===== src/rtl/fdp_pkg.sv =====
package fdp_pkg;
    typedef enum logic [1:0] {
        ST_IDLE    = 2'd0,
        ST_POLL    = 2'd1,
        ST_CONFIRM = 2'd2
    } fdp_state_e;

    localparam logic [7:0] ERASED_BYTE = 8'hFF;
endpackage


===== src/rtl/fdp_read_judge.sv =====
module fdp_read_judge (
    input  logic [7:0] rd_data,
    input  logic [7:0] exp_data,
    input  logic       erase,
    input  logic       tmode,
    input  logic       prev6,
    input  logic       have_prev,
    output logic       cand,
    output logic       match
);
    logic [7:0] target;
    logic       bit7_fin;
    logic       tog_fin;

    always_comb begin
        target   = erase ? fdp_pkg::ERASED_BYTE : exp_data;
        bit7_fin = erase ? rd_data[7] : (rd_data[7] == exp_data[7]);
        tog_fin  = have_prev && (rd_data[6] == prev6);
        cand     = tmode ? tog_fin : bit7_fin;
        match    = (rd_data == target);
    end
endmodule


===== src/rtl/fdp_poll_counter.sv =====
module fdp_poll_counter #(
    parameter int LIMIT = 16
) (
    input  logic clk,
    input  logic rst_n,
    input  logic clr,
    input  logic inc,
    output logic last
);
    localparam int CW = $clog2(LIMIT + 1);

    logic [CW-1:0] cnt_d, cnt_q;

    always_comb begin
        cnt_d = cnt_q;
        if (clr)      cnt_d = '0;
        else if (inc) cnt_d = cnt_q + 1'b1;
    end

    always_ff @(posedge clk) begin
        if (!rst_n) cnt_q <= '0;
        else        cnt_q <= cnt_d;
    end

    assign last = (cnt_q == CW'(LIMIT - 1));
endmodule


===== src/rtl/flash_done_poller.sv =====
module flash_done_poller #(
    parameter int AW        = 18,
    parameter int MAX_POLLS = 16
) (
    input  logic          clk,
    input  logic          rst_n,
    input  logic          start,
    input  logic          op_erase,
    input  logic          use_toggle,
    input  logic [AW-1:0] op_addr,
    input  logic [7:0]    op_data,
    output logic          rd_req,
    output logic [AW-1:0] rd_addr,
    input  logic          rd_ack,
    input  logic [7:0]    rd_data,
    output logic          done,
    output logic          error
);
    import fdp_pkg::*;

    typedef struct packed {
        fdp_state_e    st;
        logic          erase;
        logic          tmode;
        logic [AW-1:0] addr;
        logic [7:0]    expd;
        logic          prev6;
        logic          have;
        logic          cc;
        logic          ok;
        logic          done;
        logic          err;
    } regs_t;

    regs_t r_d, r_q;

    logic cand, match, last;
    logic take, poll_take, cnt_clr;

    fdp_read_judge u_judge (
        .rd_data  (rd_data),
        .exp_data (r_q.expd),
        .erase    (r_q.erase),
        .tmode    (r_q.tmode),
        .prev6    (r_q.prev6),
        .have_prev(r_q.have),
        .cand     (cand),
        .match    (match)
    );

    fdp_poll_counter #(.LIMIT(MAX_POLLS)) u_cnt (
        .clk  (clk),
        .rst_n(rst_n),
        .clr  (cnt_clr),
        .inc  (poll_take),
        .last (last)
    );

    always_comb begin
        take      = (r_q.st != ST_IDLE) && rd_ack;
        poll_take = take && (r_q.st == ST_POLL);
        cnt_clr   = (r_q.st == ST_IDLE);

        r_d      = r_q;
        r_d.done = 1'b0;
        r_d.err  = 1'b0;

        case (r_q.st)
            ST_IDLE: begin
                if (start) begin
                    r_d.st    = ST_POLL;
                    r_d.erase = op_erase;
                    r_d.tmode = use_toggle;
                    r_d.addr  = op_addr;
                    r_d.expd  = op_data;
                    r_d.have  = 1'b0;
                end
            end
            ST_POLL: begin
                if (take) begin
                    r_d.prev6 = rd_data[6];
                    r_d.have  = 1'b1;
                    if (cand) begin
                        r_d.st = ST_CONFIRM;
                        r_d.cc = 1'b0;
                        r_d.ok = 1'b1;
                    end else if (last) begin
                        r_d.st  = ST_IDLE;
                        r_d.err = 1'b1;
                    end
                end
            end
            ST_CONFIRM: begin
                if (take) begin
                    if (r_q.cc) begin
                        r_d.st   = ST_IDLE;
                        r_d.done = r_q.ok && match;
                        r_d.err  = !(r_q.ok && match);
                    end else begin
                        r_d.cc = 1'b1;
                        r_d.ok = match;
                    end
                end
            end
            default: r_d.st = ST_IDLE;
        endcase
    end

    always_ff @(posedge clk) begin
        if (!rst_n) begin
            r_q    <= '0;
            r_q.st <= ST_IDLE;
        end else begin
            r_q <= r_d;
        end
    end

    assign rd_req  = (r_q.st != ST_IDLE);
    assign rd_addr = r_q.addr;
    assign done    = r_q.done;
    assign error   = r_q.err;
endmodule


===== config.mk =====
export PLATFORM = sky130hd
export DESIGN_NAME = flash_done_poller
export DESIGN_NICKNAME = d
export VERILOG_FILES = /design/src/rtl/fdp_pkg.sv /design/src/rtl/fdp_read_judge.sv /design/src/rtl/fdp_poll_counter.sv /design/src/rtl/flash_done_poller.sv
export SDC_FILE = /design/constraint.sdc
export NUM_CORES = 1
export LEC_CHECK = 0
export ABC_AREA = 1
export BUFFER_PORTS_ARGS = -buffer_cell sky130_fd_sc_hd__buf_2
export CORE_MARGIN = 2
export CORE_UTILIZATION = 46
export CTS_CLUSTER_DIAMETER = 50
export DETAILED_ROUTE_END_ITERATION = 8
export HOLD_SLACK_MARGIN = 0.03
export PLACE_DENSITY_LB_ADDON = 0.2
export REMOVE_ABC_BUFFERS = 1
export SLEW_MARGIN = 20
export SYNTH_ARGS = -nofsm -noshare
export SYNTH_HDL_FRONTEND = slang
export SYNTH_SLANG_ARGS = --single-unit

===== constraint.sdc =====
create_clock -name clk -period 1.62 [get_ports clk]
set_clock_uncertainty 0.15 [all_clocks]
set_input_delay 0 -clock clk [delete_from_list [all_inputs] [get_ports clk]]
set_output_delay 0 -clock clk [all_outputs]
set_load 0.05 [all_outputs]

==> parameters.txt, run 1 <==
Parameter                              Value

Run status
  Result of the run ... complete, no violations

CTS
  Clock-pin slew of the registers on the worst-case setup and hold paths ... 80 ps
  Buffer depth of the longest clock path ... 2
  CTS tree ... built
  Post-CTS Setup Bufs ... 0
  Maximum level of the CTS H-tree ... 2
  CTS Sinks ... 41
  CTS root buf ... sky130_fd_sc_hd__clkbuf_8
  Clk_lat worst skew ... 290 ps
  Num CTS Buffers ... 5

Run
  Max Cap Viol ... 0

STA
  F_max ... 0.655 GHz
  Tcrit/Tclk final ... 94.2%
  Clock period minus final worst setup slack ... 1530 ps
  Setup TNS after final layout ... 0 ps
  Fin. max-slew vios ... 0
  Slew of the pin with the lowest slew margin ... 331 ps
  Final Hold Viols ... 0
  Final setup fails ... 0
  Setup repair after global routing missed its margin ... no
  Worst slew slack as a fraction of its limit ... 77.8%

Global route
  Met2 usage ... 33.9%
  Routing usage on met1 ... 23.4%
  GR Layer Usage met3 ... 5.38%
  GRT Residual Overflow ... 0
  Global-route wire length before repair ... 7.73 mm
  Number of global-route vias before repair ... 1,750
  Pin count of the biggest net entering global routing ... 32
  Overall fraction of global-route tracks in use ... 19.8%
  Number of antenna violations at the first check in global routing ... 0
  Most crowded layer after global routing ... met2

Logic synthesis
  Netlist area before placement ... 1980 µm²
  EDFF count, synth ... 0
  Main area contributors after synthesis ... sky130_fd_sc_hd__dfxtp_1 42%, sky130_fd_sc_hd__nor2_1 13%, sky130_fd_sc_hd__o21ai_0 9.6%
  Yosys top cell by area ... sky130_fd_sc_hd__dfxtp_1
  Yosys warnings ... 0
  Synth Area per Inst ... 7.01 µm²
  Top_reg_cell synth ... sky130_fd_sc_hd__dfxtp_1
  Top-area cell type share of the netlist area ... 41.5%
  Share of synthesized registers carrying an async set or reset ... 0%
  Count of unique library cells instantiated by Yosys ... 23
  Cell with the most instances after synthesis ... sky130_fd_sc_hd__nor2_1
  Total of flip-flops plus latches after synthesis ... 41
  Commonest cells in the netlist ... 70 x sky130_fd_sc_hd__nor2_1, 41 x sky130_fd_sc_hd__dfxtp_1, 38 x sky130_fd_sc_hd__o21ai_0
  Share of the yosys chip area belonging to registers ... 41.5%
  Gate count of the mapped netlist ... 282

Routing
  Number of remaining DRC errors ... 0
  Starting DRC count in detailed routing ... 71
  Number of vias per cell after detailed routing ... 4.69
  Count of vias placed by the detailed router ... 1,931
  First-pass detailed-route iteration total ... 4
  Avg WL per Cell ... 11.3 µm
  Total Wirelength ... 4.66 mm
  Post-route ant nets ... 0

Finish
  Post-layout nets ... 406
  Number of filler cells placed in the layout ... 369
  Antenna fix cells ... 0
  Post-route cell area ... 2670 µm²
  Share of final-layout standard cells stronger than drive strength 1 ... 26.2%
  Area growth syn-to-layout ... 35.1%

Die
  FP Rows ... 23
  I/O pin count ... 61
  Initial Util ... 48.7%
  Chip Width ... 69.6 µm
  Area inside the core boundary ... 4060 µm²
  Die span in y ... 69.6 µm
  Total die area ... 4840 µm²

Placement
  HPWL reported at the end of detailed placement ... 3.05 mm
  Placed instance area ... 2220 µm²
  Routability congestion estimate from global placement ... 0.801
  Number of port buffers ... 60

Critical path
  Critical Path End Type ... flip-flop
  Crit start category ... flip-flop
  Category of the most critical setup path ... reg -> reg
  Arrival time of data at the critical path endpoint ... 1550 ps
  Crit path max fanout ... 4
  Data required time of the worst path ... 1640 ps

Power and ir drop
  Power density of the placed cells ... 1360 nW/µm²
  Static leakage ... 0.00127 µW
  Peak VDD IR ... 0.000935 V

Min path
  Worst hold path type ... in -> reg
## cell type report
| cell class | instances | area (µm²) | share of cell area [%] |
|---|---|---|---|
| Timing Repair Buffer | 99 | 674 | 25.3 |
| Inverter | 30 | 115 | 4.31 |
| Sequential cell | 41 | 825 | 30.9 |
| Multi-Input combinational cell | 184 | 892 | 33.4 |
| Clock inverter | 1 | 5.00 | 0.187 |
| Tap cell | 50 | 62.6 | 2.34 |
| Clock buffer | 7 | 96.3 | 3.61 |
## final timing paths
| kind | endpoint | slack (ps) | cells past startpoint | startpoint |
|---|---|---|---|---|
| worst max-delay path | r_q[35] | 90 | 8 | r_q[35] |
| worst min-delay path | done | 60 | 6 | rd_data[7] |
| worst max register to register | r_q[35] | 90 | 8 | r_q[35] |
| worst min register to register | u_cnt.cnt_q[2] | 320 | 2 | u_cnt.cnt_q[2] |
## report_power, final
group	internal (µW)	switching (µW)
registers	1200	117
clock network	385	339
logic	526	1080
total	2110	1540
## layout by cell type, fill, tap and decap left out, drive strengths merged
cell type    synthesis  final
nor2                74     74
buf                 23     68
o21ai               43     43
dfxtp               41     41
dlygate4sd3          0     31
nand2               30     30
inv                 30     30
a21oi               15     15
nand3               12     12
clkbuf               4      7
ha                   5      5
nand4                1      1
o21bai               1      1
nand3b               1      1
nor3                 1      1
o22ai                1      1
clkinv               0      1
## per-stage QoR
stage	power [µW]	instances	hold slack, ps	util, %	setup WS [ps]
after floorplan	2390	255	-29.3	-	-209
after global placement	2770	373	97.1	54.7	3.21
after detailed placement	2800	373	105	54.7	-17.8
after CTS	3580	412	60.5	64.9	12.6
after global routing	3900	412	87.2	65.8	1.68
final	3640	412	55.2	65.8	94.4
## flip-flops by register name (all words and copies together), names as in the netlist
register,flops
error,1
r_q,16
rd_addr,18
u_cnt.cnt_q,5
done,1
## critical path: stages (launching register included)
cell and delay, ps:
sky130_fd_sc_hd__dfxtp_2 360, sky130_fd_sc_hd__inv_2 60, sky130_fd_sc_hd__ha_1 210, sky130_fd_sc_hd__nor2_1 160
sky130_fd_sc_hd__nor2_1 80, sky130_fd_sc_hd__nor2_2 180, sky130_fd_sc_hd__o21ai_1 90, sky130_fd_sc_hd__nand2_1 70
sky130_fd_sc_hd__a21oi_1 60
## what timing repair did
item                                    4_1_cts  5_1_grt
gates resized for setup                       1       19
endpoints found under the hold margin        34        0
endpoints found under the setup margin        5       37
gates cloned                                  0        0
hold buffers                                 31        0
pin swaps                                     0        1
## layer usage
layer | vias up | share of wire [%]
met1 | 841 | 44
met3 | 9 | 5.1
met5 | - | 0
met4 | 0 | 2.1
li1 | 1030 | -
met2 | 51 | 49
## cell families (layout without fill, tap and decap cells)
family,count (synthesis),after routing,synth area share (%)
AO/OA/AOI/OAI,60,60,15.6
adder cells (fa/ha/maj),5,5,3.16
buffers and inverters,57,137,14.7
flip-flops,41,41,41.5
AND/OR/NAND/NOR,119,119,25.0
(Power assumes the default switching activity.)
==> run 2: changes to the inputs <==
- CORE_UTILIZATION: 46 -> 51
- clock period: 1.62 -> 1.52 ns (I/O delays scaled with it)
==> parameters.txt, run 2 (synthesized netlist as in run 1, its figures left out) <==
Parameter                              Value

Routing
  Post-route ant nets ... 0 (unchanged)
  Count of vias placed by the detailed router ... 2,052 (was 1,931)
  Number of remaining DRC errors ... 0 (unchanged)
  Total Wirelength ... 5.20 mm (was 4.66 mm)
  First-pass detailed-route iteration total ... 4 (unchanged)
  Number of vias per cell after detailed routing ... 4.91 (was 4.69)
  Avg WL per Cell ... 12.4 µm (was 11.3 µm)
  Starting DRC count in detailed routing ... 90 (was 71)

STA
  Fin. max-slew vios ... 0 (unchanged)
  Worst slew slack as a fraction of its limit ... 77.3% (was 77.8%)
  Setup TNS after final layout ... 0 ps (unchanged)
  Slew of the pin with the lowest slew margin ... 339 ps (was 331 ps)
  Clock period minus final worst setup slack ... 1500 ps (was 1530 ps)
  Setup repair after global routing missed its margin ... yes (was no)
  Tcrit/Tclk final ... 98.4% (was 94.2%)
  F_max ... 0.669 GHz (was 0.655 GHz)
  Final setup fails ... 0 (unchanged)
  Final Hold Viols ... 0 (unchanged)

Global route
  Pin count of the biggest net entering global routing ... 32 (unchanged)
  GRT Residual Overflow ... 0 (unchanged)
  Overall fraction of global-route tracks in use ... 25.9% (was 19.8%)
  Global-route wire length before repair ... 8.64 mm (was 7.73 mm)
  Number of global-route vias before repair ... 2,005 (was 1,750)
  Number of antenna violations at the first check in global routing ... 0 (unchanged)

CTS
  Num CTS Buffers ... 5 (unchanged)
  CTS root buf ... sky130_fd_sc_hd__clkbuf_8 (unchanged)
  Clock-pin slew of the registers on the worst-case setup and hold paths ... 80 ps (about the same)
  Buffer depth of the longest clock path ... 2 (unchanged)
  CTS Sinks ... 41 (unchanged)
  Maximum level of the CTS H-tree ... 2 (unchanged)
  Clk_lat worst skew ... 290 ps (about the same)
  CTS tree ... built (unchanged)

Finish
  Highest-count cells in the layout ignoring fill and taps ... 65 x sky130_fd_sc_hd__nor2_1, 60 x sky130_fd_sc_hd__buf_2, 36 x sky130_fd_sc_hd__dfxtp_1 (was 69 x sky130_fd_sc_hd__nor2_1, 60 x sky130_fd_sc_hd__buf_2, 38 x sky130_fd_sc_hd__dfxtp_1)
  Number of filler cells placed in the layout ... 273 (was 369)
  Area growth syn-to-layout ... 43.9% (was 35.1%)
  Number of cells in the finished layout apart from fillers ... 418 (was 412)
  Antenna fix cells ... 0 (unchanged)
  Leading cell type in the layout, fill and taps excluded ... sky130_fd_sc_hd__nor2_1 (unchanged)
  Share of final-layout standard cells stronger than drive strength 1 ... 31.4% (was 26.2%)
  Post-layout nets ... 414 (was 406)
  Flip-flop count of the largest register after layout ... 18 (unchanged)

Critical path
  Data required time of the worst path ... 1550 ps (was 1640 ps)
  Crit start category ... flip-flop (unchanged)
  Arrival time of data at the critical path endpoint ... 1530 ps (was 1550 ps)
  Delay of the slowest cell on the worst path ... 370 ps (was 360 ps)
  R2R depth ... 8 (unchanged)
  Critical Path End Type ... flip-flop (unchanged)
  Category of the most critical setup path ... reg -> reg (unchanged)
  Crit path max-delay cell type ... sky130_fd_sc_hd__dfxtp_4 (was sky130_fd_sc_hd__dfxtp_2)
  Crit path max fanout ... 6 (was 4)
  Sequence of cells on the critical path ... inv_2, ha_4, nor2_4, inv_1, nor2_4, inv_2, o21ai_1, a21oi_1 (was inv_2, ha_1, nor2_1, nor2_1, nor2_2, o21ai_1, nand2_1, a21oi_1)

Die
  Die span in y ... 66.3 µm (was 69.6 µm)
  Initial Util ... 53.6% (was 48.7%)
  Total die area ... 4390 µm² (was 4840 µm²)
  I/O pin count ... 61 (unchanged)
  FP Rows ... 22 (was 23)
  Chip Width ... 66.3 µm (was 69.6 µm)
  Area inside the core boundary ... 3690 µm² (was 4060 µm²)

Min path
  Worst hold path cell count ... 6 (unchanged)
  Worst hold path type ... in -> reg (unchanged)

Placement
  Number of port buffers ... 60 (unchanged)
  Number of placed instances, taps included ... 376 (was 373)
  HPWL reported at the end of detailed placement ... 2.92 mm (was 3.05 mm)
  Routability congestion estimate from global placement ... 0.870 (was 0.801)

Power and ir drop
  Power density of the placed cells ... 1500 nW/µm² (was 1360 nW/µm²)
  Peak VDD IR ... 0.00132 V (was 0.000935 V)
  Static leakage ... 0.00133 µW (was 0.00127 µW)

Run
  Max Cap Viol ... 0 (unchanged)

Run status
  Result of the run ... complete, no violations (unchanged)
[run 2: changes by cell type in the layout (fill, tap and decap cells not counted), sizes merged]
cell	change
clkbuf	-1
clkinvlp	+1
bufinv	+1
buf	+9
clkinv	-1
dlygate4sd3	-1
[run 2: path summary, 6_finish.rpt]
kind	from	slack [ps]	to
max	r_q[35]	20	r_q[3]
min	rd_data[7]	9	done
max reg2reg	r_q[35]	20	r_q[3]
min reg2reg	u_cnt.cnt_q[2]	320	u_cnt.cnt_q[2]
[run 2: layout make-up]
cell class	count	area [µm²]	area share (%)
Sequential cell	41	835	29.3
Timing Repair Buffer	107	747	26.3
Tap cell	48	60.1	2.11
Clock buffer	6	82.6	2.90
Clock inverter	2	37.5	1.32
Inverter	30	118	4.14
Multi-Input combinational cell	184	965	33.9
[run 2: per-layer routing]
metal / GRT usage (%) / up-vias / share of wire (%)
li1: - / 1048 / -
met1: 28.7 / 929 / 41
met2: 45.4 / 58 / 51
met3: 6.13 / 17 / 4.8
met4: 14.0 / 0 / 3.3
met5: 0 / - / 0
[run 2: timing repair]
action,4_1_cts,5_1_grt
setup endpoints to repair,39,40
pin swaps,6,14
hold endpoints to repair,33,0
hold buffers,30,0
setup buffers,1,3
gates resized for setup,13,41
[run 2: per-stage QoR]
stage	total power, µW	area (µm²)	setup slack [ps]	util [%]	hold slack, ps
finish	4250	2840	24.6	77.1	9.00
detailed placement	3050	2260	-180	61.2	103
global placement	3010	2260	-99.2	61.2	96.5
floorplan	2550	1800	-309	-	-29.3
global route	4540	2840	-91.8	77.1	40.4
CTS	4090	2710	0.0651	73.4	35.6
[run 2: power by group]
group	internal (µW)	switching (µW)
logic	681	1240
registers	1280	133
clock network	534	388
[run 2: critical path, delay by kind of cell, from the launching register on]
kind,cells,cell delay (ps)
AO/OA/AOI/OAI,2,210
adder cells (fa/ha/maj),1,180
buffers and inverters,3,230
flip-flops,1,370
AND/OR/NAND/NOR,2,230
==> run 3: changes to the inputs <==
- CORE_UTILIZATION: 51 -> 53
- CTS_BUF_LIST: unset -> sky130_fd_sc_hd__clkbuf_2
==> parameters.txt, run 3 (synthesized netlist as in run 1, its figures left out) <==
Parameter                              Value

Finish
  Number of cells in the finished layout apart from fillers ... 432 (was 418)
  Leading cell type in the layout, fill and taps excluded ... sky130_fd_sc_hd__nor2_1 (unchanged)
  Footprint of the flip-flops and latches ... 832 µm² (was 835 µm²)
  Flip-flop count of the largest register after layout ... 18 (unchanged)
  Share of final-layout standard cells stronger than drive strength 1 ... 35.4% (was 31.4%)
  Highest-count cells in the layout ignoring fill and taps ... 66 x sky130_fd_sc_hd__nor2_1, 59 x sky130_fd_sc_hd__buf_2, 39 x sky130_fd_sc_hd__dlygate4sd3_1 (was 65 x sky130_fd_sc_hd__nor2_1, 60 x sky130_fd_sc_hd__buf_2, 36 x sky130_fd_sc_hd__dfxtp_1)
  Number of filler cells placed in the layout ... 247 (was 273)
  Post-layout nets ... 428 (was 414)
  Multi-input gate area ... 1010 µm² (was 965 µm²)
  Area growth syn-to-layout ... 50.2% (was 43.9%)
  Antenna fix cells ... 0 (unchanged)

Routing
  Number of vias per cell after detailed routing ... 4.93 (was 4.91)
  Met3 layer wire length in the routed design ... 259 µm (was 247 µm)
  Avg WL per Cell ... 12.7 µm (was 12.4 µm)
  Total Wirelength ... 5.49 mm (was 5.20 mm)
  DR WL met2 ... 2.73 mm (was 2.66 mm)
  Number of remaining DRC errors ... 0 (unchanged)
  DR top layer ... met4 (unchanged)
  Starting DRC count in detailed routing ... 86 (was 90)
  Count of vias placed by the detailed router ... 2,131 (was 2,052)
  Post-route ant nets ... 0 (unchanged)
  Detailed-routing wirelength on met1 ... 2.28 mm (was 2.11 mm)
  First-pass detailed-route iteration total ... 4 (unchanged)

Power and ir drop
  Relative contribution of combinational cells to total power ... 53.5% (was 45.2%)
  Power density of the placed cells ... 1380 nW/µm² (was 1500 nW/µm²)
  Sw power ... 1850 µW (was 1760 µW)
  Static leakage ... 0.00137 µW (was 0.00133 µW)
  Flop pwr share ... 34.5% (was 33.2%)
  Internal portion of total power ... 2240 µW (was 2490 µW)
  Total power draw ... 4090 µW (was 4250 µW)
  Peak VDD IR ... 0.00111 V (was 0.00132 V)
  Clock Power Share ... 12.0% (was 21.7%)
  Switching fraction of total power ... 45.3% (was 41.4%)

Global route
  Pin count of the biggest net entering global routing ... 32 (unchanged)
  Number of global-route vias before repair ... 1,788 (was 2,005)
  Number of antenna violations at the first check in global routing ... 0 (unchanged)
  Overall fraction of global-route tracks in use ... 24.2% (was 25.9%)
  GRT Residual Overflow ... 0 (unchanged)
  Global-route wire length before repair ... 7.83 mm (was 8.64 mm)

Die
  FP Rows ... 22 (unchanged)
  I/O pin count ... 61 (unchanged)
  Initial Util ... 54.4% (was 53.6%)
  Area inside the core boundary ... 3630 µm² (was 3690 µm²)
  Die span in y ... 65.1 µm (was 66.3 µm)
  Total die area ... 4230 µm² (was 4390 µm²)
  Chip Width ... 65.1 µm (was 66.3 µm)

Min path
  Worst hold path type ... in -> reg (unchanged)

Placement
  Number of placed instances, taps included ... 377 (was 376)
  HPWL reported at the end of detailed placement ... 2.95 mm (was 2.92 mm)
  Routability congestion estimate from global placement ... 0.791 (was 0.870)
  Number of port buffers ... 60 (unchanged)

STA
  Fin. max-slew vios ... 0 (unchanged)
  Final Hold Viols ... 0 (unchanged)
  Setup TNS after final layout ... -201 ps (was 0 ps)
  Final setup fails ... 8 (was 0)
  Tcrit/Tclk final ... 103% (was 98.4%)
  Worst slew slack as a fraction of its limit ... 71.3% (was 77.3%)
  F_max ... 0.639 GHz (was 0.669 GHz)
  Min setup slack post-route ... -44.8 ps (was 24.6 ps)
  Setup repair after global routing missed its margin ... yes (unchanged)
  Clock period minus final worst setup slack ... 1560 ps (was 1500 ps)
  Slew of the pin with the lowest slew margin ... 429 ps (was 339 ps)

Run status
  Result of the run ... finished with violations (was complete, no violations)
  Failing checks ... negative setup slack

Critical path
  Critical Path End Type ... flip-flop (unchanged)
  Crit path max fanout ... 4 (was 6)
  Data required time of the worst path ... 1750 ps (was 1550 ps)
  Category of the most critical setup path ... reg -> reg (unchanged)
  Crit start category ... flip-flop (unchanged)
  Arrival time of data at the critical path endpoint ... 1790 ps (was 1530 ps)

Run
  Max Cap Viol ... 0 (unchanged)

CTS
  Num CTS Buffers ... 5 (unchanged)
  Buffer depth of the longest clock path ... 2 (unchanged)
  Clk_lat worst skew ... 420 ps (was 290 ps)
  CTS tree ... built (unchanged)
  Maximum level of the CTS H-tree ... 2 (unchanged)
  CTS root buf ... sky130_fd_sc_hd__clkbuf_2 (was sky130_fd_sc_hd__clkbuf_8)
  CTS Sinks ... 41 (unchanged)
  Clock-pin slew of the registers on the worst-case setup and hold paths ... 220 ps (was 80 ps)
run 3: changes by cell type in the layout (fill, tap and decap cells not counted), sizes merged:
cell,previous run,this run
dlygate4sd3,30,39
buf,77,82
bufinv,1,0
clkinvlp,1,2
run 3: stage by stage:
step	cell area [µm²]	util [%]	hold WS, ps	worst slack [ps]
2_1_floorplan	1800	-	-29.3	-309
3_3_place_gp	2280	62.6	96.9	-81.4
3_5_place_dp	2280	62.6	102	-119
6_report	2970	81.7	198	-44.8
4_1_cts	2750	75.8	184	-28.0
5_1_grt	2970	81.7	191	-89.0
run 3: power groups by stage:
| stage | Combinational, µW | Clock (µW) | Sequential [µW] |
|---|---|---|---|
| 6_report | 2190 | 489 | 1410 |
| 5_1_grt | 2340 | 550 | 1440 |
| 4_1_cts | 1810 | 498 | 1380 |
| 3_5_place_dp | 1660 | 0 | 1400 |
| 3_3_place_gp | 1640 | 0 | 1400 |
| 2_1_floorplan | 770 | 0 | 1780 |
run 3: timing repair:
action	4_1_cts	5_1_grt
setup endpoints to repair	40	35
buffers inserted	2	6
hold endpoints to repair	41	0
pin swaps	1	23
hold buffers	39	0
gates resized for setup	11	61
run 3: metal layers:
metal  vias to the layer above  GRT usage, %
li1                       1084             -
met1                       954          28.2
met2                        71          41.9
met3                        22          7.12
met4                         0          8.85
met5                         -             0
run 3: worst max-delay path, stage by stage (launching register included):
cell and delay [ps]:
sky130_fd_sc_hd__dfxtp_4 430, sky130_fd_sc_hd__inv_4 50, sky130_fd_sc_hd__ha_4 180, sky130_fd_sc_hd__nor2_4 110, sky130_fd_sc_hd__inv_2 60, sky130_fd_sc_hd__nor2_4 180
sky130_fd_sc_hd__buf_4 150, sky130_fd_sc_hd__nand3_2 80, sky130_fd_sc_hd__a21oi_2 130
run 3: final cells by class:
| class | count | area share, % |
|---|---|---|
| clock inverter | 2 | 0.506 |
| tap | 48 | 2.02 |
| inverter | 30 | 4.05 |
| multi-input combinational | 184 | 34.0 |
| timing repair buffer | 121 | 30.3 |
| sequential | 41 | 28.0 |
| clock buffer | 6 | 1.01 |
run 3: worst paths after layout:
| path | startpoint | end | slack (ps) | depth (start not counted) |
|---|---|---|---|---|
| setup / recovery | r_q[34] | error | -40 | 8 |
| hold / removal | op_addr[13] | rd_addr[13] | 200 | 4 |
| setup reg to reg | r_q[34] | error | -40 | 8 |
| hold reg to reg | r_q[4] | r_q[4] | 350 | 2 |
